===== src/rtl/asg_pkg.sv =====
package asg_pkg;
   // Resolved effect of the command inputs on the enable
   typedef enum logic [1:0] {
      EN_KEEP = 2'd0,
      EN_SET  = 2'd1,
      EN_CLR  = 2'd2
   } en_act_e;

   localparam int POL_BCLK = 0;
   localparam int POL_FCLK = 1;
   localparam int NUM_POL  = 2;
endpackage


===== src/rtl/asg_ctrl.sv =====
module asg_ctrl
   import asg_pkg::*;
#(
   parameter int BDIV_W   = 6,
   parameter int FDIV_W   = 12,
   parameter int RST_FDIV = 63
) (
   input  logic              clk,
   input  logic              rst_n,
   input  logic              cmd_start,
   input  logic              cmd_pause,
   input  logic              cmd_stop,
   input  logic              cfg_wr,
   input  logic [BDIV_W-1:0] cfg_bdiv,
   input  logic [FDIV_W-1:0] cfg_fdiv,
   input  logic              cfg_binv,
   input  logic              cfg_finv,
   input  logic              cfg_gated,
   output logic              en_o,
   output logic              clr_o,
   output logic [BDIV_W-1:0] bdiv_o,
   output logic [FDIV_W-1:0] fdiv_o,
   output logic              binv_o,
   output logic              finv_o,
   output logic              gated_o
);
   en_act_e act;
   logic    accept;

   always_comb begin
      act = EN_KEEP;
      if (cmd_stop)                   act = EN_CLR;
      else if (cmd_pause && gated_o)  act = EN_CLR;
      else if (cmd_start)             act = EN_SET;
   end

   assign accept = cfg_wr && !en_o;
   assign clr_o  = accept;

   always_ff @(posedge clk or negedge rst_n) begin
      if (!rst_n) begin
         en_o <= 1'b0;
      end else begin
         case (act)
            EN_SET:  en_o <= 1'b1;
            EN_CLR:  en_o <= 1'b0;
            default: en_o <= en_o;
         endcase
      end
   end

   always_ff @(posedge clk or negedge rst_n) begin
      if (!rst_n) begin
         bdiv_o  <= '0;
         fdiv_o  <= FDIV_W'(RST_FDIV);
         binv_o  <= 1'b0;
         finv_o  <= 1'b0;
         gated_o <= 1'b1;
      end else if (accept) begin
         bdiv_o  <= cfg_bdiv;
         fdiv_o  <= cfg_fdiv;
         binv_o  <= cfg_binv;
         finv_o  <= cfg_finv;
         gated_o <= cfg_gated;
      end
   end

   AST_STOP_CLEARS: assert property (@(posedge clk) disable iff (!rst_n)
      cmd_stop |=> !en_o);
   AST_START_SETS: assert property (@(posedge clk) disable iff (!rst_n)
      (cmd_start && !cmd_stop && !(cmd_pause && gated_o)) |=> en_o);
   AST_CONT_PAUSE: assert property (@(posedge clk) disable iff (!rst_n)
      (cmd_pause && !gated_o && !cmd_stop && en_o) |=> en_o);
   AST_CFG_LOCKED: assert property (@(posedge clk) disable iff (!rst_n)
      (cfg_wr && en_o) |=> ($stable(bdiv_o) && $stable(fdiv_o) && $stable(gated_o)));
endmodule


===== src/rtl/asg_bit_div.sv =====
module asg_bit_div #(
   parameter int BDIV_W = 6
) (
   input  logic              clk,
   input  logic              rst_n,
   input  logic              en,
   input  logic              clr,
   input  logic [BDIV_W-1:0] bdiv,
   output logic              tick_o,
   output logic              first_o,
   output logic              level_o
);
   localparam int RW = BDIV_W + 1;

   logic [BDIV_W-1:0] cnt;
   logic [RW-1:0]     low_len;
   logic              last;

   // low phase length = ceil((bdiv+1)/2) = (bdiv+2)>>1
   assign low_len = (RW'(bdiv) + RW'(2)) >> 1;
   assign last    = (cnt == bdiv);
   assign tick_o  = en && last;
   assign first_o = (cnt == '0);
   assign level_o = (RW'(cnt) >= low_len);

   always_ff @(posedge clk or negedge rst_n) begin
      if (!rst_n)      cnt <= '0;
      else if (clr)    cnt <= '0;
      else if (en)     cnt <= last ? '0 : cnt + 1'b1;
   end

   AST_BIT_HOLD: assert property (@(posedge clk) disable iff (!rst_n)
      (!en && !clr) |=> $stable(cnt));
   AST_BIT_RANGE: assert property (@(posedge clk) disable iff (!rst_n)
      (en && !clr && $stable(bdiv)) |=> (cnt <= bdiv));
endmodule


===== src/rtl/asg_frame_div.sv =====
module asg_frame_div #(
   parameter int FDIV_W = 12
) (
   input  logic              clk,
   input  logic              rst_n,
   input  logic              en,
   input  logic              clr,
   input  logic              tick,
   input  logic              first,
   input  logic [FDIV_W-1:0] fdiv,
   output logic              level_o,
   output logic              fstart_o
);
   localparam int RW = FDIV_W + 1;

   logic [FDIV_W-1:0] idx;
   logic [RW-1:0]     half;

   assign half     = (RW'(fdiv) + RW'(1)) >> 1;
   assign level_o  = (RW'(idx) >= half);
   assign fstart_o = en && first && (idx == '0);

   always_ff @(posedge clk or negedge rst_n) begin
      if (!rst_n)      idx <= '0;
      else if (clr)    idx <= '0;
      else if (tick)   idx <= (idx == fdiv) ? '0 : idx + 1'b1;
   end

   AST_FRAME_HOLD: assert property (@(posedge clk) disable iff (!rst_n)
      (!tick && !clr) |=> $stable(idx));
   AST_FSTART_ENABLED: assert property (@(posedge clk) disable iff (!rst_n)
      fstart_o |-> en);
endmodule


===== src/rtl/audio_sclk_gen.sv =====
module audio_sclk_gen
   import asg_pkg::*;
#(
   parameter int BDIV_W   = 6,
   parameter int FDIV_W   = 12,
   parameter int RST_FDIV = 63
) (
   input  logic              clk,
   input  logic              rst_n,
   input  logic              cmd_start,
   input  logic              cmd_pause,
   input  logic              cmd_stop,
   input  logic              cfg_wr,
   input  logic [BDIV_W-1:0] cfg_bclk_div,
   input  logic [FDIV_W-1:0] cfg_frame_div,
   input  logic              cfg_bclk_inv,
   input  logic              cfg_fclk_inv,
   input  logic              cfg_gated,
   output logic              div_en,
   output logic              bclk,
   output logic              fclk,
   output logic              bit_tick,
   output logic              frame_start
);
   if (BDIV_W < 1 || BDIV_W > 16) begin : g_bad_bdiv
      $error("BDIV_W out of range");
   end
   if (FDIV_W < 2 || FDIV_W > 24) begin : g_bad_fdiv
      $error("FDIV_W out of range");
   end
   if (RST_FDIV < 1 || RST_FDIV >= (1 << FDIV_W)) begin : g_bad_rst
      $error("RST_FDIV does not fit FDIV_W");
   end

   logic              en, clr, tick, first, gated;
   logic [BDIV_W-1:0] bdiv;
   logic [FDIV_W-1:0] fdiv;
   logic              binv, finv;
   logic [NUM_POL-1:0] raw, inv, pol;

   asg_ctrl #(.BDIV_W(BDIV_W), .FDIV_W(FDIV_W), .RST_FDIV(RST_FDIV)) u_ctrl (
      .clk, .rst_n, .cmd_start, .cmd_pause, .cmd_stop, .cfg_wr,
      .cfg_bdiv(cfg_bclk_div), .cfg_fdiv(cfg_frame_div),
      .cfg_binv(cfg_bclk_inv), .cfg_finv(cfg_fclk_inv), .cfg_gated,
      .en_o(en), .clr_o(clr), .bdiv_o(bdiv), .fdiv_o(fdiv),
      .binv_o(binv), .finv_o(finv), .gated_o(gated)
   );

   asg_bit_div #(.BDIV_W(BDIV_W)) u_bit (
      .clk, .rst_n, .en, .clr, .bdiv,
      .tick_o(tick), .first_o(first), .level_o(raw[POL_BCLK])
   );

   asg_frame_div #(.FDIV_W(FDIV_W)) u_frame (
      .clk, .rst_n, .en, .clr, .tick, .first, .fdiv,
      .level_o(raw[POL_FCLK]), .fstart_o(frame_start)
   );

   assign inv[POL_BCLK] = binv;
   assign inv[POL_FCLK] = finv;

   for (genvar i = 0; i < NUM_POL; i++) begin : g_pol
      assign pol[i] = raw[i] ^ inv[i];
   end

   assign div_en   = en;
   assign bit_tick = tick;
   assign bclk     = pol[POL_BCLK];
   assign fclk     = pol[POL_FCLK];

   AST_TICK_NEEDS_EN: assert property (@(posedge clk) disable iff (!rst_n)
      bit_tick |-> div_en);
   AST_FROZEN_BCLK: assert property (@(posedge clk) disable iff (!rst_n)
      (!div_en && !cfg_wr) |=> $stable(bclk));
   AST_UNUSED_GATED: assert property (@(posedge clk) disable iff (!rst_n)
      (cmd_pause && gated && !cmd_start) |=> !div_en);
endmodule


===== config.mk =====
export PLATFORM = sky130hd
export DESIGN_NAME = audio_sclk_gen
export DESIGN_NICKNAME = d
export VERILOG_FILES = /design/src/rtl/asg_pkg.sv /design/src/rtl/asg_ctrl.sv /design/src/rtl/asg_bit_div.sv /design/src/rtl/asg_frame_div.sv /design/src/rtl/audio_sclk_gen.sv
export SDC_FILE = /design/constraint.sdc
export NUM_CORES = 1
export LEC_CHECK = 0
export BUFFER_PORTS_ARGS = -buffer_cell sky130_fd_sc_hd__buf_2
export CORE_ASPECT_RATIO = 1.4
export CORE_MARGIN = 2
export CORE_UTILIZATION = 60
export CTS_BUF_LIST = sky130_fd_sc_hd__clkbuf_2
export CTS_CLUSTER_DIAMETER = 150
export DETAILED_ROUTE_END_ITERATION = 10
export HOLD_SLACK_MARGIN = 0.06
export PLACE_DENSITY = 0.84
export SYNTH_ARGS = -nofsm -noshare
export SYNTH_HDL_FRONTEND = slang
export SYNTH_SLANG_ARGS = --single-unit

===== constraint.sdc =====
create_clock -name clk -period 3.5 [get_ports clk]
set_input_delay 0.175 -clock clk [delete_from_list [all_inputs] [get_ports clk]]
set_output_delay 0.175 -clock clk [all_outputs]
set_load 0.03 [all_outputs]

==> reports/qor.yml <==
grt_pass1_wl_mm: 11.6
slowest_delay_ps: 590
hp-class: "in -> reg"
nets: 397
vias: 2492
ir_worst_vdd_uv: 454
ys_seq_area_share_pct: 34.7
place_area_sq_um: 3040
finalSetupViolations: 0
synthCells: 291
fin_crit_ps: 3320
clk_pin_slew_worst_paths_ps: 210
cp.required_ps: 3320
syn_nets: 344
mostFrequentLayoutCell: "dfrtp_1"
min_period_over_period_pct: 94.7
crit_chain: "and3_4, and2_4, and3_4, nand2_1, xor2_1, ha_1, nand2_1, nor2_2, and2_4, or4b_4, o211a_1, buf_4"
hpwl_mm: 4.31
r2r_end: "u_frame.idx[11]$_DFFE_PN0P_"
syn_area_sq_um: 2910
path_class: "reg -> out"
reg2reg_setup_slack_ps: 1390
r2r_start: "u_ctrl.fdiv_o[1]$_DFFE_PN1P_"
cpMaxStageDelayCell: "dfstp_2"
area_growth_pct: 15.4
vias_per_cell: 6.09
clock_skew_ps: 20.6
setup.worst_path.start_class: "register"
n_antenna_cell: 0
cts_buffers: 5
drt-wirelength-per-cell_um: 16.8
end_kind: "output pin"
root_buffer: "clkbuf_2"
critical_path_arrival_ps: 3140
r2r_cells: 5
drt_iter0_drc: 125
dieHeight_um: 86.5
grt_max_degree: 41
worst_pin_slew_ps: 923
grt_pass1_vias: 2463
overflow: 0
die_w_um: 62.9
route.detailed.drc: 0
slew_headroom_pct: 38.5
cts_max_path_buffers: 2
ys_ff_latch: 40
ios: 32
dr.pass1.iters: 4
cts.sinks: 40
gp_congestion: 0.873
cts_tree: "built"
powerDensity_nw_per_um2: 588
setup_tns_ps: 0
die-area_sq_um: 5440
h-tree-depth: 2
drive_gt1_share_pct: 24.9
insertion_delay_ps: 430
fp-row-count: 30
layout_common_cells: "dfrtp_1, buf_2, ha_1"
start_util_pct: 61.1
grt_antenna_before_repair: 0
hold_viol: 0
whs_ps: 113
p_leak_nw: 1.52
grt_use_total_pct: 26.7
ant_nets: 0
startpoint: "u_ctrl.fdiv_o[4]$_DFFE_PN1P_"
dp_cells: 374
fin_area_sq_um: 3360
path_max_fanout: 5
ys_types: 48
finalWirelength_mm: 6.86
status: "complete, no violations"
hold_depth: 4
endpoint: "fclk"
syn_area_per_cell_sq_um: 10.0
drv_slew: 0
final_cells: 409
timing.fmax_mhz: 302
core-area_sq_um: 4770
port_buffers: 31
yosys_warnings: 0
drv_cap: 0
worst min-delay path by stage:
stage	from	endpoint	slack, ps
2_1_floorplan	rst_n	u_bit.cnt[0]$_DFFE_PN0P_	-120
3_3_place_gp	rst_n	u_ctrl.en_o$_DFFE_PN0P_	340
3_5_place_dp	rst_n	u_ctrl.en_o$_DFFE_PN0P_	350
4_1_cts	cmd_start	u_ctrl.en_o$_DFFE_PN0P_	110
5_1_grt	cfg_wr	u_bit.cnt[1]$_DFFE_PN0P_	140
6_report	cmd_start	u_ctrl.en_o$_DFFE_PN0P_	110
through the flow:
stage | total power, mW | setup slack, ps | utilization [%]
after detailed placement | 1.65 | 411 | 63.8
after global routing | 2.11 | -5.06 | 70.5
after global placement | 1.61 | 513 | 63.8
final | 1.98 | 184 | 70.5
after CTS | 1.90 | 24.4 | 69.8
after floorplan | 1.46 | 658 | -
Yosys cell counts, drive strengths merged:
library cell / instances / area share (%)
o31ai: 1 / 0.26
o21ai: 7 / 1.2
or4: 1 / 0.26
dfrtp: 33 / 28
a21o: 2 / 0.52
a21oi: 12 / 2.2
a211oi: 2 / 0.52
o311a: 1 / 0.34
nand3: 20 / 3.4
a31oi: 9 / 2.1
or3: 1 / 0.21
nor2b: 1 / 0.21
xor2: 26 / 8.1
nand4: 12 / 2.6
a22o: 2 / 0.60
buf: 6 / 1.8
and4: 1 / 0.30
nand2b: 3 / 0.64
dfstp: 7 / 6.3
o22ai: 3 / 0.64
xnor2: 7 / 2.1
inv: 15 / 1.9
a221oi: 1 / 0.30
clkbuf: 7 / 2.2
o211a: 1 / 0.34
or4b: 1 / 0.34
nor4: 10 / 2.7
nor3: 2 / 0.34
and4b: 1 / 0.34
ha: 26 / 11
and3: 11 / 2.4
mux2: 21 / 8.1
clkinv: 1 / 0.30
nand2: 17 / 2.4
o211ai: 1 / 0.26
nor2: 10 / 1.3
and2: 2 / 0.43
mux2i: 7 / 2.4
repair_timing:
| item | 4_1_cts | 5_1_grt |
|---|---|---|
| hold buffers | 22 | 0 |
| hold endpoints to repair | 54 | 0 |
| gates resized for setup | 1 | 7 |
| endpoints found under the setup margin | 1 | 1 |
| buffers inserted | 3 | 2 |
| pin swaps | 0 | 1 |
per-layer routing:
metal / wire length [um] / up-vias / GRT usage [%]
met4: 294 / 0 / 14.1
met3: 335 / 36 / 4.94
li1: - / 1162 / -
met5: 0 / - / 0
met2: 3530 / 97 / 47.2
met1: 2690 / 1197 / 30.6
critical path: cells and delay by family (launching register included):
kind	cells	cell delay [ps]
xor gates and xnor gates	1	150
AOI/OAI and AO/OA	1	140
buffers and inverters	1	160
adders and majority gates	1	280
and+or+nand+nor	8	1390
DFF	1	590
cell families after synthesis:
logic type | after synthesis | share of synthesized area, %
flops | 40 | 34.7
compound gates | 42 | 9.32
xor+xnor | 33 | 10.2
buf+inv | 29 | 6.27
mux | 28 | 10.5
fa+ha+maj | 26 | 11.2
simple gates | 93 | 17.9
sequential cells by signal, indices dropped and copies added, names as in the netlist:
register / cells
u_ctrl.binv_o: 1
u_ctrl.bdiv_o: 6
u_ctrl.finv_o: 1
u_ctrl.fdiv_o: 12
u_ctrl.gated_o: 1
u_bit.cnt: 6
u_ctrl.en_o: 1
u_frame.idx: 12
final cells by class:
| cell class | count | area, sq um |
|---|---|---|
| multi-input combinational | 222 | 1750 |
| clock buffer | 5 | 25.0 |
| clock inverter | 3 | 13.8 |
| fill | 336 | 1410 |
| tap | 64 | 80.1 |
| timing repair buffer | 59 | 423 |
| sequential | 40 | 1010 |
| inverter | 16 | 65.1 |
power breakdown:
group	internal (mW)	leakage (nW)	total (mW)	switching [mW]
logic	0.470	0.993	0.976	0.505
clock network	0.0447	0.0302	0.209	0.165
registers	0.602	0.497	0.790	0.189
Power figures use the tool's default switching activity.
